<file path="src/rtl/tbt_pkg.sv">
package tbt_pkg;

  typedef struct packed {
    logic       keep_on_cmp;
    logic [2:0] tb_period;
    logic [2:0] tmr_src;
    logic       tb_slow;
  } mode_t;

  localparam logic [2:0] SRC_FAST  = 3'b000;
  localparam logic [2:0] SRC_SYS   = 3'b001;
  localparam logic [2:0] SRC_SLOW  = 3'b010;
  localparam logic [2:0] SRC_TAP13 = 3'b100;
  localparam logic [2:0] SRC_TAP7  = 3'b110;

  // Prescaler bit whose falling edge marks the period chosen by code c.
  function automatic int unsigned tap_bit(input logic [2:0] c);
    if (c < 3'd4) return 32'd6 + 32'(c);
    return 32'd7 + 32'(c);
  endfunction

endpackage

</file>
<file path="src/rtl/tbt_mode_reg.sv">
module tbt_mode_reg
  import tbt_pkg::*;
#(
  parameter int W = 8
) (
  input  logic         clk,
  input  logic         rst,
  input  logic         we,
  input  logic [W-1:0] wdata,
  output logic [W-1:0] rdata,
  output mode_t        mode
);

  logic [W-1:0] q;

  always_ff @(posedge clk) begin
    if (rst) q <= '0;
    else if (we) q <= wdata;
  end

  assign rdata = q;
  assign mode  = mode_t'(q[7:0]);

endmodule

</file>
<file path="src/rtl/tbt_prescaler.sv">
module tbt_prescaler
  import tbt_pkg::*;
#(
  parameter int TB_W = 15
) (
  input  logic       clk,
  input  logic       rst,
  input  logic       adv,
  input  logic [2:0] period_code,
  output logic       tb_irq,
  output logic       tap7_tick,
  output logic       tap13_tick
);

  localparam int IDX_W = $clog2(TB_W);

  logic [TB_W-1:0]  cnt;
  logic [TB_W-1:0]  fall;
  logic [IDX_W-1:0] sel_idx;

  always_ff @(posedge clk) begin
    if (rst) cnt <= '0;
    else if (adv) cnt <= cnt + 1'b1;
  end

  // Bit i falls on this advance when bits i..0 are all ones.
  for (genvar i = 0; i < TB_W; i++) begin : g_fall
    assign fall[i] = adv & (&cnt[i:0]);
  end

  assign sel_idx = IDX_W'(tap_bit(period_code));

  always_ff @(posedge clk) begin
    if (rst) tb_irq <= 1'b0;
    else     tb_irq <= fall[sel_idx];
  end

  assign tap7_tick  = fall[6];
  assign tap13_tick = fall[12];

endmodule

</file>
<file path="src/rtl/tbt_counter.sv">
module tbt_counter
  import tbt_pkg::*;
#(
  parameter int CNT_W = 8
) (
  input  logic             clk,
  input  logic             rst,
  input  logic [2:0]       src,
  input  logic             keep_on_cmp,
  input  logic             fast_en,
  input  logic             sys_en,
  input  logic             slow_en,
  input  logic             tap7_tick,
  input  logic             tap13_tick,
  input  logic             cmp_we,
  input  logic [CNT_W-1:0] cmp_wdata,
  output logic [CNT_W-1:0] count,
  output logic             match
);

  logic [CNT_W-1:0] cmp_q;
  logic             tick;

  always_comb begin
    case (src)
      SRC_FAST:  tick = fast_en;
      SRC_SYS:   tick = sys_en;
      SRC_SLOW:  tick = slow_en;
      SRC_TAP13: tick = tap13_tick;
      SRC_TAP7:  tick = tap7_tick;
      default:   tick = 1'b0;
    endcase
  end

  always_ff @(posedge clk) begin
    if (rst) begin
      count <= '0;
      cmp_q <= '0;
      match <= 1'b0;
    end else begin
      match <= 1'b0;
      if (cmp_we) cmp_q <= cmp_wdata;
      if (cmp_we && !keep_on_cmp) begin
        count <= '0;
      end else if (tick) begin
        if (count == cmp_q) begin
          count <= '0;
          match <= 1'b1;
        end else begin
          count <= count + 1'b1;
        end
      end
    end
  end

endmodule

</file>
<file path="src/rtl/tbase_timer.sv">
module tbase_timer
  import tbt_pkg::*;
#(
  parameter int TB_W  = 15,
  parameter int CNT_W = 8
) (
  input  logic             clk,
  input  logic             rst,
  input  logic             fast_en,
  input  logic             sys_en,
  input  logic             slow_en,
  input  logic             mode_we,
  input  logic [7:0]       mode_wdata,
  output logic [7:0]       mode_rdata,
  input  logic             cmp_we,
  input  logic [CNT_W-1:0] cmp_wdata,
  output logic [CNT_W-1:0] tmr_count,
  output logic             tb_irq,
  output logic             tmr_irq,
  output logic             aux_irq
);

  mode_t mode;
  logic  tb_adv;
  logic  tap7_tick;
  logic  tap13_tick;
  logic  match;

  tbt_mode_reg #(.W(8)) u_mode (
    .clk   (clk),
    .rst   (rst),
    .we    (mode_we),
    .wdata (mode_wdata),
    .rdata (mode_rdata),
    .mode  (mode)
  );

  assign tb_adv = mode.tb_slow ? slow_en : fast_en;

  tbt_prescaler #(.TB_W(TB_W)) u_pre (
    .clk         (clk),
    .rst         (rst),
    .adv         (tb_adv),
    .period_code (mode.tb_period),
    .tb_irq      (tb_irq),
    .tap7_tick   (tap7_tick),
    .tap13_tick  (tap13_tick)
  );

  tbt_counter #(.CNT_W(CNT_W)) u_cnt (
    .clk         (clk),
    .rst         (rst),
    .src         (mode.tmr_src),
    .keep_on_cmp (mode.keep_on_cmp),
    .fast_en     (fast_en),
    .sys_en      (sys_en),
    .slow_en     (slow_en),
    .tap7_tick   (tap7_tick),
    .tap13_tick  (tap13_tick),
    .cmp_we      (cmp_we),
    .cmp_wdata   (cmp_wdata),
    .count       (tmr_count),
    .match       (match)
  );

  assign tmr_irq = match & ~mode.keep_on_cmp;
  assign aux_irq = match &  mode.keep_on_cmp;

endmodule

</file>
<file path="config.mk">
export PLATFORM = sky130hd
export DESIGN_NAME = tbase_timer
export DESIGN_NICKNAME = d
export VERILOG_FILES = /design/src/rtl/tbt_pkg.sv /design/src/rtl/tbt_mode_reg.sv /design/src/rtl/tbt_prescaler.sv /design/src/rtl/tbt_counter.sv /design/src/rtl/tbase_timer.sv
export SDC_FILE = /design/constraint.sdc
export NUM_CORES = 1
export LEC_CHECK = 0
export CAP_MARGIN = 10
export CORE_MARGIN = 1.5
export CORE_UTILIZATION = 55
export CTS_CLUSTER_SIZE = 25
export DETAILED_ROUTE_END_ITERATION = 8
export DONT_BUFFER_PORTS = 1
export PLACE_DENSITY = 0.7
export SYNTH_ARGS = -nofsm -noshare
export SYNTH_HDL_FRONTEND = slang
export SYNTH_SLANG_ARGS = --single-unit
</file>
<file path="constraint.sdc">
create_clock -name clk -period 1.7 [get_ports clk]
set_input_delay 0 -clock clk [delete_from_list [all_inputs] [get_ports clk]]
set_output_delay 0 -clock clk [all_outputs]
set_load 0.05 [all_outputs]
</file>
== Word level (Yosys, flattened, before mapping) ==
Index checks and enable logic that the tools add are counted.
Widths: inputs -> output; s select.
Cells by class
  order comparisons: 2
  divide/modulo/power cells: 0
  equal/unequal tests: 5
  reduce and logical (&&, ||, !) cells: 19
  multiplexer cells: 9
  add/sub/neg operators: 4
  $mul: 0
  bitwise logic cells: 19
  shifts and indexed selects: 0
Operators by type and width (count)
  $and 1x1->1: 17
  $add 15x1->15 const B: 1
  $reduce_and 15->1: 1
  $reduce_and 14->1: 1
  $reduce_and 13->1: 1
  $reduce_and 12->1: 1
  $reduce_and 11->1: 1
  $reduce_and 10->1: 1
  $reduce_and 9->1: 1
  $add 3x3->4 const A: 2
  $add 8x1->8 const B: 1
  $eq 8x8->1: 1
  $mux 4: 2
  $mux 8: 1
  $reduce_and 8->1: 1
  $reduce_and 7->1: 1
  $eq 3x3->1 const B: 2
  $reduce_and 6->1: 1
  $lt 4x5->1 const B: 1
  $pmux 1 s5: 1
  $reduce_and 5->1: 1
  $bmux 1 s4: 1
  $mux 1: 4
  $reduce_and 4->1: 1
  11 further kinds: 12
Storage, ports and cells
  output and inout bits: 19
  bits in latches: 0
  register bits after elaboration: 41
  bits in writable memories: 0
  memory bits (read-only): 0
  bits of input ports: 23
  memories: 0

== Logic depth before layout (Yosys ltp) ==
  word-level depth: 5
  mapped depth: 8
  gate-level depth less buffers: 8

== Cells and area by module ==
From an unflattened synthesis, not the netlist that was laid out.
Second synthesis, totals
  cell total of the unflattened synthesis: 245
  area, all modules: 2244.7 um2
By module, submodules not included
  tbt_counter: area an instance 944.7 um2, cells an instance 94, times used 1
  tbt_prescaler: area an instance 927.1 um2, cells an instance 114, times used 1
  tbt_mode_reg: area an instance 345.3 um2, cells an instance 34, times used 1
  tbase_timer: area an instance 27.5 um2, cells an instance 3, times used 1

== Worst setup path after synthesis ==
OpenSTA, ideal clock, no wires.
  kind: register to register
  start point: reg u_mode.q[4] (netlist: u_mode.mode[4])
  end point: reg u_pre.tb_irq
  stages on the path, launching flop included: 8
  arrival: 1.860 ns
  data required time: 1.642 ns
  path slack: -0.218 ns
  clock period less this slack: 1.918 ns
  path buffers: 0
  cell sequence: dfxtp_1 inv_1 ha_1 nor4bb_1 o21ai_0 o31a_1 o21ai_0 a21o_1
On the way
  cells in the longest elaborated chain, start to end: 5
RTL lines
  start, declared: line tbt_mode_reg.sv:14  | logic [W-1:0] q;
  start signal, assigned: line tbt_mode_reg.sv:18  | else if (we) q <= wdata;
  $add 3x3->4 / $lt 3x3->1 (equally long branches): line tbt_pkg.sv:18  | if (c < 3'd4) return 32'd6 + 32'(c);
  $mux 4 / $mux 1 (equally long branches): line tbt_pkg.sv:18
  $mux 4 (*): line tbt_pkg.sv:19  | return 32'd7 + 32'(c);
  $bmux 1 s4 (*): line tbt_prescaler.sv:35  | else tb_irq <= fall[sel_idx];
  $mux 1 (implied by the code) (*): line tbt_prescaler.sv:35
  end signal, assigned: line tbt_prescaler.sv:35
  end, declared: line tbt_prescaler.sv:10  | output logic tb_irq,
Every way passes the cells marked *; elsewhere a longest branch is shown, timed or not. The select of a mux whose other input is x is not followed.
A chain may end at the register's enable or synchronous reset.

== Worst setup path after layout ==
Same ends and word-level chain as after synthesis.

==> results.sh <==
export IMPL_gp_congestion=0.920
export IMPL_ys_ff_latch=41
export IMPL_ys_seq_area_share_pct=39.5
export IMPL_synth_cell_area_mm2=0.00208
export IMPL_slowest_delay_ns=0.33
export IMPL_synth_warnings=0
export IMPL_crit_chain="inv_1, ha_2, nor4bb_1, o21ai_0, o31a_1, o21ai_0, a21o_1"
export IMPL_tns_ns=0
export IMPL_slew_violations=0
export IMPL_rsz0062_at_grt="false"
export IMPL_crit_path_top_delay_cell="dfxtp_2"
export IMPL_wl_per_cell_um=16.6
export IMPL_clk_latency_ns=0.30
export IMPL_rows=22
export IMPL_drc=0
export IMPL_gr_total_overflow=0
export IMPL_dpl_cell_area_mm2=0.00227
export IMPL_core_area_mm2=0.00363
export IMPL_grt_max_degree=34
export IMPL_max_freq_mhz=623
export IMPL_drt_iter0_drc=98
export IMPL_final_nets=317
export IMPL_rrSetupSlack_ns=0.09
export IMPL_worstHoldPathCells=2
export IMPL_skew_ns=0.00626
export IMPL_layout_commonest_cell="dlygate4sd3_1"
export IMPL_status="finished, final reports clean"
export IMPL_hold_violations=0
export IMPL_yosys_area_share_simple_pct=24.8
export IMPL_ioPinCount=42
export IMPL_htreeDepth=2
export IMPL_cts_buffer_depth=2
export IMPL_rr_worst_depth=7
export IMPL_crit_type="flop to flop"
export IMPL_fin_crit_sh_pct=94.4
export IMPL_finalNonFillerCells=337
export IMPL_crit_path_start_kind="flop"
export IMPL_start_util_pct=57.2
export IMPL_io_buffers=0
export IMPL_synthCells=232
export IMPL_grt_total_usage_pct=28.3
export IMPL_placed_cells=293
export IMPL_fin_crit_ns=1.61
export IMPL_cp_common_cell="o21ai_0"
export IMPL_synth_compound_area_share_pct=13.0
export IMPL_numCtsBuffers=5
export IMPL_vdd_drop_max_mv=0.639
export IMPL_synth_edf_count=0
export IMPL_tightest_slew_ns=1.21
export IMPL_max_slew_margin_rel_pct=19.6
export IMPL_maxCapViolations=0
export IMPL_die_h_um=64.5
export IMPL_antenna_cells=0
export IMPL_hold_path_class="input port to flop"
export IMPL_antenna_found_initial=0
export IMPL_hpwlAfterDp_um=3370
export IMPL_area_growth_synth_to_final_pct=35.0
export IMPL_synth_fa_ha_area_share_pct=3.61
export IMPL_cts_tree="built"
export IMPL_first_pass_iters=4
export IMPL_ys_flop_type="dfxtp_1"
export IMPL_layout_common_cells="dlygate4sd3_1 (33), nor2_1 (28), buf_4 (25), dfxtp_1 (25), a21oi_1 (21)"
export IMPL_cp_required_ns=1.95
export IMPL_cp_max_fo=4
export IMPL_postLayoutCoreUtil_pct=77.2
export IMPL_synth_xor_area_share_pct=7.17
export IMPL_dieWidth_um=64.5
export IMPL_powerDensity_mw_per_mm2=766
export IMPL_grt_pass1_wl_um=8940
export IMPL_clock_sinks=41
export IMPL_min_from="rst"
export IMPL_r2r_end="u_pre.tb_irq"
export IMPL_synth_top_family_by_area="simple AND/OR/NAND/NOR gates"
export IMPL_hold_path_endpoint="u_cnt.count[1]"
export IMPL_num_vias=1955
export IMPL_setup_viol_count_final=0
export IMPL_nFillCells=265
export IMPL_totalWireLength_um=5610
export IMPL_total_power_uw=2150
export IMPL_syn_nets=261
export IMPL_ys_types=44
export IMPL_cts_clk_slew_worst_paths_ns=0.08
export IMPL_async_reset_ff_share_pct=0
export IMPL_drive_above_1_share_pct=23.2
export IMPL_critPathCaptureType="flop"
export IMPL_cts_root_buf="clkbuf_8"
export IMPL_die_area_mm2=0.00415
export IMPL_synthMuxAreaShare_pct=8.92
export IMPL_timing_rr_start="u_mode.mode[4]"
export IMPL_cp_top_family="compound AO/OA/AOI/OAI gates"
export IMPL_syn_avg_cell_area_um2=8.95
export IMPL_final_area_mm2=0.00280
export IMPL_crit_buf_inv=1
export IMPL_drtAntennaViolNets=0
export IMPL_p_leak_uw=0.00115
export IMPL_grt_pass1_vias=1878
export IMPL_cp_arrival_ns=1.85
export IMPL_vias_per_cell=5.80
-- what timing repair did --
item	in CTS	in global routing
hold endpoints to repair	35	0
endpoints found under the setup margin	7	12
resized for setup	2	18
hold buffers	34	0
pin swaps	1	5
setup buffers	0	2
-- synth_stat cells (all sizes together), types with 2 or more instances --
library cell | number | area [um^2]
nor4 | 3 | 48.8
mux2i | 17 | 174
inv | 4 | 15.0
nand4 | 4 | 25.0
and3 | 7 | 43.8
o21ai | 10 | 50.1
a21oi | 23 | 115
buf | 7 | 36.3
nor3 | 2 | 10.0
dfxtp | 41 | 821
nand2 | 18 | 70.1
nor2 | 28 | 105
nand4b | 5 | 43.8
xor2 | 13 | 114
or3 | 4 | 25.0
xnor2 | 4 | 35.0
nand4bb | 2 | 22.5
a21o | 2 | 15.0
ha | 6 | 75.1
and2 | 2 | 12.5
nand3 | 11 | 60.1
clkbuf | 3 | 11.3
o211ai | 2 | 20.0
-- cell families after synthesis --
logic type	Yosys count
flip-flops	41
multiplexers	18
XOR/XNOR	17
AND/OR/NAND/NOR	92
adder cells (fa/ha/maj)	6
buffers and inverters	14
AO/OA/AOI/OAI	44
-- per-layer routing --
layer  global-route usage (%)  up-vias  share of wire, %
li1                         -      939                 -
met1                     33.8      925                40
met4                     9.04        0               1.6
met5                        0        -                 0
met2                     50.3       79                52
met3                     6.42       12               5.8
-- worst max-delay path by stage --
stage / startpoint / end / depth (start not counted)
final: u_mode.mode[4] / u_pre.tb_irq / 7
after global routing: u_pre.cnt[2] / u_pre.cnt[11] / 5
after CTS: u_pre.cnt[3] / u_cnt.count[4] / 6
after detailed placement: u_pre.cnt[1] / u_cnt.count[5] / 6
after global placement: u_pre.cnt[1] / u_cnt.count[5] / 6
after floorplan: u_mode.mode[4] / u_pre.tb_irq / 7
-- flip-flops by register name, indices dropped and copies added, names as in the netlist --
| register | cells |
|---|---|
| u_pre.cnt | 15 |
| u_cnt.cmp_q | 8 |
| u_cnt.count | 8 |
| u_mode.mode | 8 |
| u_cnt.match | 1 |
| u_pre.tb_irq | 1 |
-- layout make-up --
type | instances | area (um^2) | area share, %
multi-input cells | 177 | 1260 | 44.8
repair buffers | 59 | 531 | 18.9
clock inverters | 1 | 5.00 | 0.178
inverters | 4 | 15.0 | 0.535
clock buffers | 7 | 96.3 | 3.44
flip-flops and latches | 41 | 841 | 30.0
well taps | 48 | 60.1 | 2.14
-- metrics by stage --
step	hold slack (ns)	setup WS [ns]
CTS	0.0498	0.0399
global placement	0.0680	0.0436
floorplan	0.147	0.00431
global route	0.0840	0.00186
detailed placement	0.0695	-0.0786
finish	0.0586	0.0948
-- where the power goes --
| part | switching (uW) | total, uW | internal, uW |
|---|---|---|---|
| Clock | 343 | 711 | 367 |
| Combinational | 211 | 407 | 196 |
| Sequential | 36.4 | 1030 | 994 |
| Total | 590 | 2150 | 1560 |
No activity file was read; power rests on OpenSTA's default activity.
